[src/rtl/sck_pkg.sv]
package sck_pkg;
  typedef enum logic [1:0] {
    SRC_DIV   = 2'd0,
    SRC_OTHER = 2'd1,
    SRC_PAD   = 2'd2,
    SRC_RSVD  = 2'd3
  } src_e;

  typedef enum logic [1:0] {
    OM_OFF  = 2'd0,
    OM_CONT = 2'd1,
    OM_XFER = 2'd2,
    OM_RSVD = 2'd3
  } omode_e;
endpackage

[src/rtl/sck_div.sv]
module sck_div #(
  parameter int DIV_W = 12
) (
  input  logic             clk,
  input  logic             rst_n,
  input  logic [DIV_W-1:0] div_i,
  output logic             lvl_o
);
  logic [DIV_W-1:0] cnt_q;

  always_ff @(posedge clk or negedge rst_n) begin
    if (!rst_n) begin
      cnt_q <= '0;
      lvl_o <= 1'b0;
    end else if (div_i == '0) begin
      cnt_q <= '0;
      lvl_o <= 1'b0;
    end else if (cnt_q >= div_i - 1'b1) begin
      cnt_q <= '0;
      lvl_o <= ~lvl_o;
    end else begin
      cnt_q <= cnt_q + 1'b1;
    end
  end

  p_div_stop_r3: assert property (@(posedge clk) disable iff (!rst_n)
    (div_i == '0) |=> !lvl_o);
endmodule

[src/rtl/sck_pad_sync.sv]
module sck_pad_sync #(
  parameter int STAGES = 2
) (
  input  logic clk,
  input  logic rst_n,
  input  logic pad_i,
  output logic lvl_o
);
  logic [STAGES-1:0] sync_q;

  always_ff @(posedge clk or negedge rst_n) begin
    if (!rst_n) sync_q <= '0;
    else        sync_q <= {sync_q[STAGES-2:0], pad_i};
  end

  assign lvl_o = sync_q[STAGES-1];
endmodule

[src/rtl/sck_dir.sv]
module sck_dir
  import sck_pkg::*;
(
  input  logic       clk,
  input  logic       rst_n,
  input  logic [1:0] sel_i,
  input  logic       inv_i,
  input  logic [1:0] mode_i,
  input  logic       xfer_i,
  input  logic       pad_lvl_i,
  input  logic       div_lvl_i,
  input  logic       other_base_i,
  input  logic       loop_i,
  output logic       base_o,
  output logic       clk_o,
  output logic       clk_en_o,
  output logic       pad_o,
  output logic       oe_o,
  output logic       cfg_err_o
);
  src_e   sel;
  omode_e mode;
  logic   src, clk_d, illegal, oe_d;

  assign sel  = src_e'(sel_i);
  assign mode = omode_e'(mode_i);

  // Base clock: the source without the cross term, offered to the other side.
  assign base_o = (sel == SRC_PAD) ? pad_lvl_i : div_lvl_i;

  always_comb begin
    if (loop_i)                src = 1'b0;
    else if (sel == SRC_OTHER) src = other_base_i;
    else                       src = base_o;
  end

  assign clk_d   = loop_i ? 1'b0 : (src ^ inv_i);
  assign illegal = (sel == SRC_PAD) && (mode == OM_CONT);

  always_comb begin
    unique case (mode)
      OM_CONT: oe_d = 1'b1;
      OM_XFER: oe_d = xfer_i;
      default: oe_d = 1'b0;
    endcase
    if (illegal) oe_d = 1'b0;
  end

  always_ff @(posedge clk or negedge rst_n) begin
    if (!rst_n) begin
      clk_o     <= 1'b0;
      clk_en_o  <= 1'b0;
      pad_o     <= 1'b0;
      oe_o      <= 1'b0;
      cfg_err_o <= 1'b0;
    end else begin
      clk_o     <= clk_d;
      clk_en_o  <= clk_d & ~clk_o;
      pad_o     <= src;
      oe_o      <= oe_d;
      cfg_err_o <= illegal;
    end
  end

  p_pulse_high_r8: assert property (@(posedge clk) disable iff (!rst_n)
    clk_en_o |-> clk_o);
  p_pulse_single_r8: assert property (@(posedge clk) disable iff (!rst_n)
    clk_en_o |=> !clk_en_o);
  p_illegal_quiet_r6: assert property (@(posedge clk) disable iff (!rst_n)
    cfg_err_o |-> !oe_o);
endmodule

[src/rtl/sck_clk_select.sv]
module sck_clk_select
  import sck_pkg::*;
#(
  parameter int DIV_W = 12,
  parameter int SYNC_STAGES = 2
) (
  input  logic             clk,
  input  logic             rst_n,
  input  logic [DIV_W-1:0] div_i,
  input  logic [1:0]       tx_sel_i,
  input  logic             tx_inv_i,
  input  logic [1:0]       tx_mode_i,
  input  logic             tx_xfer_i,
  input  logic             tx_pad_i,
  output logic             tx_pad_o,
  output logic             tx_pad_oe,
  output logic             tx_clk_o,
  output logic             tx_clk_en_o,
  output logic             tx_cfg_err_o,
  input  logic [1:0]       rx_sel_i,
  input  logic             rx_inv_i,
  input  logic [1:0]       rx_mode_i,
  input  logic             rx_xfer_i,
  input  logic             rx_pad_i,
  output logic             rx_pad_o,
  output logic             rx_pad_oe,
  output logic             rx_clk_o,
  output logic             rx_clk_en_o,
  output logic             rx_cfg_err_o,
  output logic             loop_err_o
);
  localparam int NDIR = 2;

  logic            div_lvl, loop;
  logic [1:0]      sel  [NDIR];
  logic [1:0]      mode [NDIR];
  logic [NDIR-1:0] inv, xfer, pad_in, pad_lvl, base;
  logic [NDIR-1:0] clk_lvl, clk_en, pad_out, oe, cfg_err;

  assign sel[0]  = tx_sel_i;   assign sel[1]  = rx_sel_i;
  assign mode[0] = tx_mode_i;  assign mode[1] = rx_mode_i;
  assign inv     = {rx_inv_i,  tx_inv_i};
  assign xfer    = {rx_xfer_i, tx_xfer_i};
  assign pad_in  = {rx_pad_i,  tx_pad_i};

  assign loop = (src_e'(tx_sel_i) == SRC_OTHER) && (src_e'(rx_sel_i) == SRC_OTHER);

  sck_div #(.DIV_W(DIV_W)) u_div (
    .clk(clk), .rst_n(rst_n), .div_i(div_i), .lvl_o(div_lvl)
  );

  for (genvar d = 0; d < NDIR; d++) begin : g_dir
    sck_pad_sync #(.STAGES(SYNC_STAGES)) u_sync (
      .clk(clk), .rst_n(rst_n), .pad_i(pad_in[d]), .lvl_o(pad_lvl[d])
    );
    sck_dir u_dir (
      .clk(clk), .rst_n(rst_n),
      .sel_i(sel[d]), .inv_i(inv[d]), .mode_i(mode[d]), .xfer_i(xfer[d]),
      .pad_lvl_i(pad_lvl[d]), .div_lvl_i(div_lvl),
      .other_base_i(base[NDIR-1-d]), .loop_i(loop),
      .base_o(base[d]), .clk_o(clk_lvl[d]), .clk_en_o(clk_en[d]),
      .pad_o(pad_out[d]), .oe_o(oe[d]), .cfg_err_o(cfg_err[d])
    );
  end

  always_ff @(posedge clk or negedge rst_n) begin
    if (!rst_n) loop_err_o <= 1'b0;
    else        loop_err_o <= loop;
  end

  assign tx_pad_o = pad_out[0];  assign rx_pad_o = pad_out[1];
  assign tx_pad_oe = oe[0];      assign rx_pad_oe = oe[1];
  assign tx_clk_o = clk_lvl[0];  assign rx_clk_o = clk_lvl[1];
  assign tx_clk_en_o = clk_en[0]; assign rx_clk_en_o = clk_en[1];
  assign tx_cfg_err_o = cfg_err[0]; assign rx_cfg_err_o = cfg_err[1];

  p_loop_idle_r7: assert property (@(posedge clk) disable iff (!rst_n)
    loop_err_o |-> (!tx_clk_o && !rx_clk_o && !tx_clk_en_o && !rx_clk_en_o));
endmodule

[config.mk]
export PLATFORM = sky130hd
export DESIGN_NAME = sck_clk_select
export DESIGN_NICKNAME = d
export VERILOG_FILES = /design/src/rtl/sck_pkg.sv /design/src/rtl/sck_div.sv /design/src/rtl/sck_pad_sync.sv /design/src/rtl/sck_dir.sv /design/src/rtl/sck_clk_select.sv
export SDC_FILE = /design/constraint.sdc
export NUM_CORES = 1
export LEC_CHECK = 0
export ABC_AREA = 1
export BUFFER_PORTS_ARGS = -buffer_cell sky130_fd_sc_hd__buf_4
export CORE_UTILIZATION = 40
export CTS_CLUSTER_SIZE = 12
export DETAILED_ROUTE_END_ITERATION = 10
export PLACE_DENSITY = 0.62
export REMOVE_ABC_BUFFERS = 1
export SLEW_MARGIN = 20
export SYNTH_ARGS = -nofsm -noshare
export SYNTH_HDL_FRONTEND = slang
export SYNTH_SLANG_ARGS = --single-unit
[constraint.sdc]
create_clock -name clk -period 2 [get_ports clk]
set_clock_uncertainty 0.15 [all_clocks]
set_input_delay 0.3 -clock clk [delete_from_list [all_inputs] [get_ports clk]]
set_output_delay 0.3 -clock clk [all_outputs]
set_load 0.005 [all_outputs]
After elaboration in Yosys (flattened, before gate mapping)
Cells that the tools add are included.
Widths: inputs -> output; s select.
{"block": "word_totals", "output_inout_bits": 11, "word_cells": 54, "input_bits": 28, "regBits": 28}
{"block": "classes", "n_bitwise": 7, "reduce_logical": 5, "eq_ne": 8, "order_cmp": 1, "n_mux": 16, "n_addsub": 2}
{"operator": "$mux 12", "n": 2}
{"operator": "$add 12x1->12 const B", "n": 1}
{"operator": "$ge 12x12->1", "n": 1}
{"operator": "$logic_not 12->1", "n": 1}
{"operator": "$mux 1", "n": 12}
{"operator": "$sub 12x1->12 const B", "n": 1}
{"operator": "$eq 2x1->1 const B", "n": 4}
{"operator": "$eq 2x2->1 const B", "n": 4}
{"operator": "$pmux 1 s2", "n": 2}
{"operator": "$logic_and 1x1->1", "n": 3}
{"operator": "$not 1->1", "n": 3}
{"operator": "$and 1x1->1", "n": 2}
{"operator": "$reduce_bool 2->1", "n": 1}
{"operator": "$xor 1x1->1", "n": 2}

Logic depth before layout (Yosys ltp)
Gate-level depths: netlist of run 1.
{"block": "logic_depth", "ltp_word": 7, "ltp_mapped": 17, "depth_no_buf": 16}

Hierarchy
A second synthesis of run 1 with hierarchy kept.
{"block": "unflattened", "cells_unflattened": 255, "area_unflattened_um2": 1996.9}
{"mod": "sck_div", "seq_area_each_um2": 325.3, "area_per_inst_um2": 1292.5, "cells_each": 177, "instances": 1}
{"mod": "sck_dir", "seq_area_each_um2": 125.1, "area_per_inst_um2": 279.0, "cells_each": 34, "instances": 2}
{"mod": "sck_pad_sync", "seq_area_each_um2": 50.0, "area_per_inst_um2": 50.0, "cells_each": 2, "instances": 2}
{"mod": "sck_clk_select", "seq_area_each_um2": 25.0, "area_per_inst_um2": 46.3, "cells_each": 6, "instances": 1}

Worst setup path before layout of run 1
No wires, ideal clock.
{"block": "synth_timing", "kind": "in2reg", "start": "input port div_i[0]", "end": "register u_div.cnt_q[5]", "t_arrival_ns": 1.929, "slack_ns": -0.200, "n_path_buf": 1, "t_required_ns": 1.729, "path_stages": 17, "setup_time_ns": 0.121, "cell_sequence": "inv_1 ha_1 nand2_1 nor2_1 xor2_1 inv_1 ha_1 nand2_1 inv_1 nand2_1 nand2_1 inv_1 nand2_1 nand2_1 nand2_2 buf_6 nor2_2"}
{"block": "synth_via", "elab_chain_len": 4, "elab_cells_between_ends": 5, "cone_classes": "1 x add/sub; 1 x order compare; 2 x mux; 1 x reduce/logical"}
{"element": "start, declared", "line": "sck_clk_select.sv:9", "text": "input logic [DIV_W-1:0] div_i,"}
{"element": "$sub 12x1->12", "line": "sck_div.sv:18", "text": "end else if (cnt_q >= div_i - 1'b1) begin"}
{"element": "$ge 12x12->1", "line": "sck_div.sv:18"}
{"element": "$mux 12", "line": "sck_div.sv:18"}
{"element": "$mux 12 (*)", "line": "sck_div.sv:15", "text": "end else if (div_i == '0) begin"}
{"element": "end signal, assigned", "line": "sck_div.sv:22", "text": "cnt_q <= cnt_q + 1'b1;"}
{"element": "end, declared", "line": "sck_div.sv:9", "text": "logic [DIV_W-1:0] cnt_q;"}
Mark *: on every way between the ends. The rest lies on a longest branch, timed or not.
A chain may end at the register's enable or synchronous reset.

Worst setup path in the final report of run 1
{"block": "layout_timing", "start": "input port div_i[5]", "end": "register u_div.cnt_q[5]"}
Same word-level chain as after synthesis.

==> impl_results.md, run 1 <==
* Status: complete, but fails checks
* Failing checks: setup timing
* Worst reg2reg path startpoint: u_div.cnt_q[0]$_DFF_PN0_
* DR vias at 1712
* Total of max-cap violations at 0
* Clk pwr share at 0.170
* Fin cells at 393
* Vias in the first global route at roughly 1500
* Final Cycle Share at 1.053
* Top cell type's share of synthesized area at 0.3585
* Worst vdd ir at 0.5310 mV
* H-Tree Depth at 1
* Synthesized flop and latch total at 28
* Area of the multi-input gates at 1136 µm²
* Die ar. at ~5200 µm²
* Synth-to-layout area growth at 39.37%
* Fillcell total at 443
* Synth top area cells: dfrtp_1, ha_1, nand2_1
* Max transition margin at 0.7640
* Final WL at ~3800 µm
* Slew @ Worst Pin at 0.3540 ns
* Avg Inst Size Synth at 7.786 µm²
* Clock Tree Buf Depth at 2
* Synth area leader: dfrtp_1
* Bufs and invs on worst path at 4
* DRC viols at 0
* Count of TritonRoute iterations in the first routing pass at 5
* Dpl cells at 382
* Hold depth at 3
* Crit path capture type: register
* Crit Path Class: input pin to register
* Tmin final at 2.105 ns
* Worst-path cell chain: buf_4 -> or2_4 -> nor2_4 -> nand3_4 -> o21ai_1 -> o21ai_1 -> inv_1 -> ha_1 -> nand2_2 -> inv_2 -> a21oi_2 -> a21boi_4 -> nand2_2 -> buf_12 -> nor2_2
* Sequential area share after synthesis at 0.3585
* RSZ-0062 raised after global routing: yes
* Startpoint Class: input pin
* Initial DRC Count at 79
* Crit path depth at 15
* FF-to-FF setup slack at 0.19 ns
* Register area at 700.7 µm²
* Max-slew violations at 0
* Clock buffer count from CTS at 3
* Diode count at 0
* Pre-CTS setup slack at -0.4913 ns
* Async S/R FF share, synth at 1.000
* Gr usage total at 0.1598
* Req. time, crit path at ~2.1 ns
* Avg WL per Cell at 9.659 µm
* Cells on worst reg2reg path at 12
* IO Count at 39
* Hold endpoint: g_dir[1].u_dir.oe_o$_DFF_PN0_
* Post-synth EDFFs at 0
* HP Class: input pin to register
* GRT overflow at 0
* Post-route setup TNS at -1.054 ns
* Util after Layout at 0.5767
* Comb pwr share at 0.421
* GP Congestion at 0.7941
* Via-to-Cell Ratio at 4.356
* Main flop type after synthesis: dfrtp_1
* Die width at 71.90 µm
* First-pass GRT wire length at 6382 µm
* Most numerous cell in the Yosys netlist: nand2_1
* CP top delay family: simple AND/OR/NAND/NOR gates
* Pin count of the biggest net entering global routing at 29
* Fmax at between 0.4 and 0.5 GHz
* Min-delay src: rx_mode_i[1]
* IO buf count at 38
* Clk root buf: clkbuf_8
* Int Power at 1284 µW
* Min Hold Slack at 0.1425 ns
* DP HPWL at between 2000 and 3000 µm
* Worst-path clk slew at about 0.09 ns
* Cell row count at 25
* Clock latency on the worst-skew pair at around 0.27 ns
* Top post-synthesis cells by count: nand2_1, inv_1, dfrtp_1, nor2_1, ha_1
* Worst-path fanout max at 10
* Net Sw Power at 722.3 µW
* R2r endpoint: u_div.cnt_q[5]$_DFF_PN0_
* Antenna Nets Post-Route at 0
* Final setup fails at 12
* CTS tree: yes
* Critical Path AT at 2.16 ns
* Final hold violations at 0
* Initial antenna violation count at 0
* Core area at 4723 µm²
* Die H at 71.90 µm
* Final nets at 374
* Synth warn at 0
* Pwr Density at roughly 740 nW/µm²
* Synthesized area at 1954 µm²
* Synth Instances at 251
* Fraction of layout cells with a size suffix above 1 at 0.3589
* Pleak at about 0.0015 µW
* Sink Count at 28
* Sw Ratio at 0.3600
* Register share of total power at 0.410
* Yosys cell types at 26
* CP max stage delay at 0.26 ns
* Initial Utilization at 0.4138
* Slowest CP cell: or2_4
* PnR worst setup slack at -0.1051 ns
-- state kept, by name (all words and copies together) (netlist names) --
register / count
g_dir.u_dir.cfg_err_o: 2
g_dir.u_dir.clk_en_o: 2
g_dir.u_dir.clk_o: 2
g_dir.u_dir.oe_o: 2
g_dir.u_dir.pad_o: 2
g_dir.u_sync.sync_q: 4
loop_err_o: 1
u_div.cnt_q: 12
u_div.lvl_o: 1
-- what timing repair did --
| action | in CTS | in global routing |
|---|---|---|
| hold buffers | 3 | 0 |
| gates resized for setup | 10 | 11 |
| buffers inserted | 2 | 2 |
| hold endpoints to repair | 30 | 0 |
| pin swaps | 10 | 8 |
| setup endpoints to repair | 13 | 13 |
-- power groups by stage --
stage | sequential [µW] | clock, µW | combinational, µW
3_5_place_dp | 835 | 0 | 822
6_report | 822 | 340 | 844
3_3_place_gp | 835 | 0 | 809
4_1_cts | 825 | 355 | 840
2_1_floorplan | 806 | 0 | 557
5_1_grt | 843 | 384 | 978
-- how the worst max path moves through the flow --
stage / from / endpoint / slack, ns
6_report: div_i[5] / u_div.cnt_q[5]$_DFF_PN0_ / -0.11
5_1_grt: div_i[5] / u_div.cnt_q[2]$_DFF_PN0_ / -0.22
4_1_cts: div_i[1] / u_div.cnt_q[5]$_DFF_PN0_ / -0.14
3_5_place_dp: div_i[2] / u_div.cnt_q[5]$_DFF_PN0_ / -0.49
3_3_place_gp: div_i[2] / u_div.cnt_q[3]$_DFF_PN0_ / -0.49
2_1_floorplan: div_i[0] / u_div.cnt_q[10]$_DFF_PN0_ / -0.26
-- cell usage in the layout (no fill, tap or decap), types with 6 or more instances in the layout --
cell / Yosys / final
inv_2: 3 / 6
nor2_4: 4 / 6
ha_1: 19 / 18
inv_1: 43 / 40
nor2_2: 15 / 16
buf_4: 0 / 65
nand2_1: 57 / 56
dfrtp_1: 28 / 28
nor2_1: 24 / 21
nand3_1: 14 / 13
xor2_1: 10 / 10
-- worst min-delay path, delay by kind of cell --
kind	cells	cell delay [ns]
buffers and inverters	1	0.08
AND/OR/NAND/NOR	1	0.04
adder cells (fa/ha/maj)	1	0.11
-- kinds of logic (layout without fill, tap and decap cells) --
logic type	count (synthesis)	in the layout	share of synthesized area
AOI/OAI and AO/OA	12	12	0.03585
buffers and inverters	47	122	0.09411
DFF	28	28	0.3585
and+or+nand+nor	131	131	0.3272
xor gates and xnor gates	14	14	0.06274
adders and majority gates	19	19	0.1216
-- layout make-up --
type                    count  share of cell area
repair buffers             72              0.2113
well taps                  67             0.03078
flip-flops and latches     28              0.2572
multi-input cells         176              0.4171
inverters                  46             0.06339
clock buffers               4             0.02021
-- metal layers --
| metal | up-vias | GRT usage | part of all wire | routed length [µm] |
|---|---|---|---|---|
| met5 | - | 0 | 0 | 0 |
| met4 | 0 | 0.04575 | 0.0082 | 31 |
| met3 | 2 | 0.03333 | 0.024 | 90 |
| met2 | 19 | 0.2631 | 0.50 | 1892 |
| met1 | 770 | 0.2135 | 0.47 | 1781 |
| li1 | 921 | - | - | - |
-- per-stage QoR --
| step | total power (µW) | area (µm²) |
|---|---|---|
| final | 2006 | 2724 |
| after global routing | 2205 | 2724 |
| after CTS | 2020 | 2661 |
| after detailed placement | 1657 | 2527 |
| after global placement | 1644 | 2527 |
| after floorplan | 1363 | 1943 |
Note: power is estimated with default switching activity, not from simulation.
==> run 2: changes to the inputs <==
==> constraint.sdc (replaced) <==
create_clock -name clk -period 2.47 [get_ports clk]
set_clock_uncertainty 0.15 [all_clocks]
set_input_delay 0.3705 -clock clk [delete_from_list [all_inputs] [get_ports clk]]
set_output_delay 0.3705 -clock clk [all_outputs]
set_load 0.005 [all_outputs]
==> run 2 against run 1 <==
- the flow now finishes without violations
- power fell by 21%
- sequential share of layout area rose by 2.5 points
- routed wire length shrank 7.6%
- hold slack got worse by 0.090 ns
- critical path type unchanged
- largest cell class unchanged
==> impl_results.md, run 2 (synthesized netlist as in run 1, its figures left out) <==
* Req. time, crit path at 2.53 ns (+0.47 ns)
* Clock buffer count from CTS at 3 (unchanged)
* Worst Setup EP: u_div.cnt_q[4]$_DFF_PN0_
* Total of max-cap violations at 0 (unchanged)
* Origin of the worst setup path: div_i[2]
* R2r endpoint: u_div.cnt_q[5]$_DFF_PN0_
* Initial DRC Count at 56 (-29%)
* Count of TritonRoute iterations in the first routing pass at 4 (-1)
* Clock latency on the worst-skew pair at 0.27 ns (about the same)
* Worst reg2reg path startpoint: u_div.cnt_q[2]$_DFF_PN0_
* Gr usage total at 0.1546 (-0.005196)
* Fraction of layout cells with a size suffix above 1 at 0.2895 (-0.06942)
* IO buf count at 38 (unchanged)
* Clk root buf: clkbuf_8
* Final setup fails at 0 (-12)
* Pleak at 0.001339 µW (-7.8%)
* Critical Path AT at 2.32 ns (+0.16 ns)
* Initial Utilization at 0.4138 (unchanged)
* Worst vdd ir at 0.4557 mV (-14%)
* Crit Path Class: input pin to register
* FF-to-FF setup slack at 0.65 ns (+0.46 ns)
* Top flop regs: u_div.cnt_q (12), g_dir.u_sync.sync_q (4)
* Pwr Density at 636.6 nW/µm² (-14%)
* Most flop-heavy register: u_div.cnt_q
* Cells on worst reg2reg path at 11 (-1)
* CTS tree: yes
* Clock Tree Buf Depth at 2 (unchanged)
* H-Tree Depth at 1 (unchanged)
* Worst-path fanout max at 10 (unchanged)
* Tmin final at 2.263 ns
* Cell row count at 25 (unchanged)
* Most frequent CP cell: nor2_2
* Die H at 71.90 µm (unchanged)
* Commonest cells after routing, fill and taps aside: nand2_1, buf_4, inv_1
* Max-slew violations at 0 (unchanged)
* DP HPWL at 2986 µm (-0.45%)
* Fmax at around 0.44 GHz
* Crit path capture type: register
* HP Class: input pin to register
* IO Count at 39 (unchanged)
* Min-delay src: tx_pad_i
* Avg WL per Cell at 9.458 µm (-2.1%)
* Die width at 71.90 µm (unchanged)
* DRC viols at 0 (unchanged)
* Core area at 4723 µm² (unchanged)
* Vias in the first global route at 1470 (+0.41%)
* First-pass GRT wire length at 6279 µm (-1.6%)
* DR vias at 1602 (-6.4%)
* Worst-path cell chain: buf_4 -> nor2_2 -> nand4_2 -> nor2_2 -> nand2_1 -> o21ai_0 -> nand2_1 -> inv_1 -> ha_1 -> nand2_2 -> inv_2 -> a21oi_2 -> a21boi_4 -> nand2_2 -> buf_12 -> nor2_2
* Final WL at 3509 µm (-7.6%)
* Slew @ Worst Pin at 0.3553 ns (+0.001379 ns)
* Initial antenna violation count at 0 (unchanged)
* Final hold violations at 0 (unchanged)
* Sink Count at 28 (unchanged)
* Max transition margin at 0.7631 (-0.0009190)
* Final nets at 352 (-5.9%)
* Diode count at 0 (unchanged)
* Via-to-Cell Ratio at 4.318 (-0.88%)
* Max FFs per register at 12 (unchanged)
* Worst-path clk slew at 0.09 ns (about the same)
* Pin count of the biggest net entering global routing at 29 (unchanged)
* Startpoint Class: input pin
* Die ar. at 5170 µm² (unchanged)
* Final Cycle Share at 0.9163
* Synth-to-layout area growth at 27.14%
* Leading cell type in the layout, fill and taps excluded: nand2_1
* GP Congestion at 0.7778 (-2.1%)
* Slowest CP cell: ha_1
* GRT overflow at 0 (unchanged)
* Status: completed
* CP max stage delay at 0.24 ns (-0.02 ns)
* Post-route setup TNS at 0 ns (+1.054 ns)
* Antenna Nets Post-Route at 0 (unchanged)
* Util after Layout at 0.5261 (-0.05060)
[run 2: changes by cell type in the layout (fill, tap and decap cells not counted), moves of 2 or more]
| cell | change |
|---|---|
| buf_4 | -17 |
| inv_1 | +3 |
| inv_2 | -3 |
| nor2_1 | +3 |
| buf_6 | -2 |
| dlygate4sd3_1 | -2 |
| nor2_4 | -2 |
[run 2: cell type report]
cell class	instances	area [µm²]
Multi-Input combinational cell	176	1082
Sequential cell	28	700.7
Tap cell	67	83.83
Inverter	46	172.7
Clock buffer	4	55.05
Timing Repair Buffer	50	390.4
Fill cell	480	2238
[run 2: worst min path at each step]
stage | depth (start not counted) | slack (ns) | end
detailed placement | 1 | 0.17 | g_dir[0].u_sync.sync_q[0]$_DFF_PN0_
CTS | 1 | 0.04 | g_dir[0].u_sync.sync_q[0]$_DFF_PN0_
floorplan | 0 | -0.08 | g_dir[0].u_dir.cfg_err_o$_DFF_PN0_
finish | 1 | 0.05 | g_dir[0].u_sync.sync_q[0]$_DFF_PN0_
global placement | 1 | 0.16 | g_dir[0].u_sync.sync_q[0]$_DFF_PN0_
global route | 1 | 0.03 | g_dir[0].u_sync.sync_q[0]$_DFF_PN0_
[run 2: stage by stage]
| stage | cell area, µm² | power, µW | hold slack, ns | instances | setup slack (ns) |
|---|---|---|---|---|---|
| 2_1_floorplan | 1943 | 1104 | -0.07509 | 250 | 0.1362 |
| 3_3_place_gp | 2400 | 1316 | 0.1599 | 365 | -0.1177 |
| 3_5_place_dp | 2400 | 1330 | 0.1659 | 365 | -0.1019 |
| 4_1_cts | 2465 | 1616 | 0.04139 | 370 | 0.1676 |
| 5_1_grt | 2485 | 1735 | 0.02698 | 371 | -0.02164 |
| 6_report | 2485 | 1582 | 0.05282 | 371 | 0.2067 |
[run 2: repair_timing]
item | CTS | global route
endpoints found under the hold margin | 28 | 0
hold buffers | 1 | 0
setup buffers | 0 | 1
resized for setup | 0 | 2
endpoints found under the setup margin | 0 | 2
[run 2: per-layer routing]
layer | routed length, µm | vias to the layer above | global-route usage
li1 | - | 881 | -
met1 | 1674 | 706 | 0.2085
met2 | 1733 | 13 | 0.2568
met3 | 81 | 2 | 0.03333
met4 | 19 | 0 | 0.03268
met5 | 0 | - | 0
[run 2: critical path, delay by kind of cell]
family | cells | cell delay, ns
AO/OA/AOI/OAI | 3 | 0.51
adder cells (fa/ha/maj) | 1 | 0.24
buffers and inverters | 4 | 0.38
AND/OR/NAND/NOR | 8 | 0.81
[run 2: report_power, final]
| part | internal (µW) | leakage [µW] | switching, µW | total (µW) |
|---|---|---|---|---|
| Clock | 142 | 0.0000288 | 131 | 274 |
| Sequential | 566 | 0.000352 | 98.5 | 665 |
| Combinational | 303 | 0.000958 | 341 | 644 |
| Total | 1010 | 0.00134 | 570 | 1580 |
==> run 3: changes to the inputs <==
--- a/config.mk
+++ b/config.mk
@@ -10,6 +10,7 @@
 export CORE_UTILIZATION = 40
 export CTS_CLUSTER_SIZE = 12
 export DETAILED_ROUTE_END_ITERATION = 10
+export GPL_TIMING_DRIVEN = 0
 export PLACE_DENSITY = 0.62
 export REMOVE_ABC_BUFFERS = 1
 export SLEW_MARGIN = 20
==> run 3 against run 2 <==
- die area is the same
- global-route usage shrank 0.062 points
- register-to-register slack is essentially flat
- clock power grew 33%
- worst setup slack gained 0.032 ns
- sequential power is essentially flat
- largest cell class unchanged
==> impl_results.md, run 3 (synthesized netlist as in run 1, its figures left out) <==
* Status: completed
* RSZ-0062 raised after global routing: no
* Final hold violations at 0 (unchanged)
* Critical Path AT at 2.30 ns (-0.02 ns)
* Top flop regs: u_div.cnt_q (12), g_dir.u_sync.sync_q (4)
* Total of max-cap violations at 0 (unchanged)
* Vias in the first global route at 1472 (+0.14%)
* Via-to-Cell Ratio at 4.349 (+0.72%)
* Initial antenna violation count at 0 (unchanged)
* Clock buffer count from CTS at 3 (unchanged)
* Die H at 71.90 µm (unchanged)
* Slowest CP cell: a21boi_4
* Final Cycle Share at 0.9034 (-0.01293)
* Power Total at 1657 µW (+4.7%)
* Slew @ Worst Pin at 0.3619 ns (+0.006607 ns)
* Final nets at 342 (-2.8%)
* GP Congestion at 0.7445 (-4.3%)
* IO Count at 39 (unchanged)
* Commonest cells after routing, fill and taps aside: nand2_1, inv_1, buf_4
* Die ar. at 5170 µm² (unchanged)
* IO buf count at 38 (unchanged)
* Max transition margin at 0.7587 (-0.004405)
* Antenna Nets Post-Route at 0 (unchanged)
* Clock latency on the worst-skew pair at 0.28 ns (about the same)
* DP HPWL at 2848 µm (-4.6%)
* Crit Path Class: input pin to register
* Gr usage total at 0.1540 (-0.0006176)
* DR vias at 1570 (-2.0%)
* Max FFs per register at 12 (unchanged)
* Clock Tree Buf Depth at 2 (unchanged)
* DRC viols at 0 (unchanged)
* Cells on worst reg2reg path at 7 (-4)
* Tmin final at 2.231 ns (-0.03193 ns)
* Crit path capture type: register
* Most flop-heavy register: u_div.cnt_q
* Worst reg2reg path startpoint: u_div.cnt_q[9]$_DFF_PN0_
* Synth-to-layout area growth at 25.10%
* FF-to-FF setup slack at 0.64 ns (about the same)
* Sink Count at 28 (unchanged)
* Core area at 4723 µm² (unchanged)
* Fillcell total at 489 (+1.9%)
* Fmax at 0.4481 GHz (+1.4%)
* Final WL at 3548 µm (+1.1%)
* Startpoint Class: input pin
* Pin count of the biggest net entering global routing at 29 (unchanged)
* Max-slew violations at 0 (unchanged)
* Count of TritonRoute iterations in the first routing pass at 4 (unchanged)
* Pwr Density at 677.6 nW/µm² (+6.4%)
* Worst-path cell chain: buf_4 -> or2_4 -> nor2_4 -> nand3_2 -> o21ai_1 -> inv_1 -> ha_1 -> nand2_2 -> inv_2 -> a21oi_2 -> a21boi_4 -> nand2_4 -> nor2_1
* Final setup fails at 0 (unchanged)
* First-pass GRT wire length at 6292 µm (+0.21%)
* Diode count at 0 (unchanged)
* Pleak at 0.001294 µW (-3.3%)
* GRT overflow at 0 (unchanged)
* Cell row count at 25 (unchanged)
* Initial DRC Count at 49 (-13%)
* Hold endpoint: g_dir[0].u_sync.sync_q[0]$_DFF_PN0_
* CTS tree: yes
* Min-delay src: tx_pad_i
* R2r endpoint: u_div.cnt_q[10]$_DFF_PN0_
* HP Class: input pin to register
* Leading cell type in the layout, fill and taps excluded: nand2_1
* Die width at 71.90 µm (unchanged)
* Util after Layout at 0.5176 (-0.008477)
* CP max stage delay at 0.29 ns (+0.05 ns)
* Worst-path clk slew at 0.10 ns (about the same)
* Clk root buf: clkbuf_8
* Worst vdd ir at 0.5186 mV (+14%)
* Avg WL per Cell at 9.828 µm (+3.9%)
* Hold depth at 1 (unchanged)
* Initial Utilization at 0.4138 (unchanged)
* H-Tree Depth at 1 (unchanged)
* Req. time, crit path at 2.54 ns (about the same)
* Fraction of layout cells with a size suffix above 1 at 0.2755 (-0.01396)
* Worst-path fanout max at 6 (-4)
==> run 3: cell types whose count changed in the layout (fill, tap and decap cells not counted), sizes merged <==
cell	previous run	this run
buf	49	38
inv	46	45
nand2	60	61
bufinv	0	1
clkbuf	4	3
clkinvlp	0	1
==> run 3: area by class of cell <==
cell class | count | area, µm² | area share
clock inverters | 1 | 30.03 | 0.01228
inverters | 46 | 176.4 | 0.07216
clock buffers | 3 | 41.29 | 0.01689
well taps | 67 | 83.83 | 0.03429
multi-input cells | 177 | 1117 | 0.4570
repair buffers | 39 | 295.3 | 0.1208
flip-flops and latches | 28 | 700.7 | 0.2866
==> run 3: power breakdown <==
| part | switching, µW | internal (µW) | total (µW) |
|---|---|---|---|
| logic | 340 | 291 | 630 |
| registers | 96.5 | 566 | 662 |
| clock network | 147 | 217 | 364 |
| total | 583 | 1070 | 1660 |
==> run 3: worst max-delay path: cells and delay by family <==
family                     cells  cell delay [ns]
AOI/OAI and AO/OA              3             0.62
adders and majority gates      1             0.28
and+or+nand+nor                6             0.80
buffers and inverters          3             0.22
==> run 3: worst max-delay path by stage <==
stage,from,endpoint,slack (ns),depth (start not counted)
2_1_floorplan,div_i[0],u_div.cnt_q[10]$_DFF_PN0_,0.14,16
3_3_place_gp,div_i[0],u_div.cnt_q[10]$_DFF_PN0_,-0.23,14
3_5_place_dp,div_i[0],u_div.cnt_q[10]$_DFF_PN0_,-0.24,14
4_1_cts,div_i[0],u_div.cnt_q[10]$_DFF_PN0_,0.05,14
5_1_grt,div_i[2],u_div.cnt_q[10]$_DFF_PN0_,0.02,15
6_report,div_i[5],u_div.cnt_q[10]$_DFF_PN0_,0.24,13
==> run 3: per-stage QoR <==
step | setup TNS (ns) | cells | cell area (µm²) | setup WS (ns) | hold slack, ns
after floorplan | 0 | 250 | 1943 | 0.1362 | -0.07509
after detailed placement | -2.411 | 355 | 2312 | -0.2380 | 0.1649
after global placement | -2.277 | 355 | 2312 | -0.2308 | 0.1617
after global routing | 0 | 361 | 2445 | 0.01752 | 0.02676
final | 0 | 361 | 2445 | 0.2386 | 0.04565
after CTS | 0 | 360 | 2394 | 0.05145 | 0.03506
==> run 3: routing by layer <==
| layer | vias up | global-route usage | part of all wire |
|---|---|---|---|
| met3 | 5 | 0.03333 | 0.026 |
| met5 | - | 0 | 0 |
| li1 | 857 | - | - |
| met1 | 688 | 0.1984 | 0.48 |
| met2 | 20 | 0.2694 | 0.49 |
| met4 | 0 | 0.02614 | 0.0070 |
==> run 3: what timing repair did <==
| item | in CTS | in global routing |
|---|---|---|
| setup buffers | 0 | 0 |
| endpoints found under the hold margin | 28 | 0 |
| resized for setup | 0 | 9 |
| hold buffers | 1 | 0 |
| endpoints found under the setup margin | 0 | 11 |
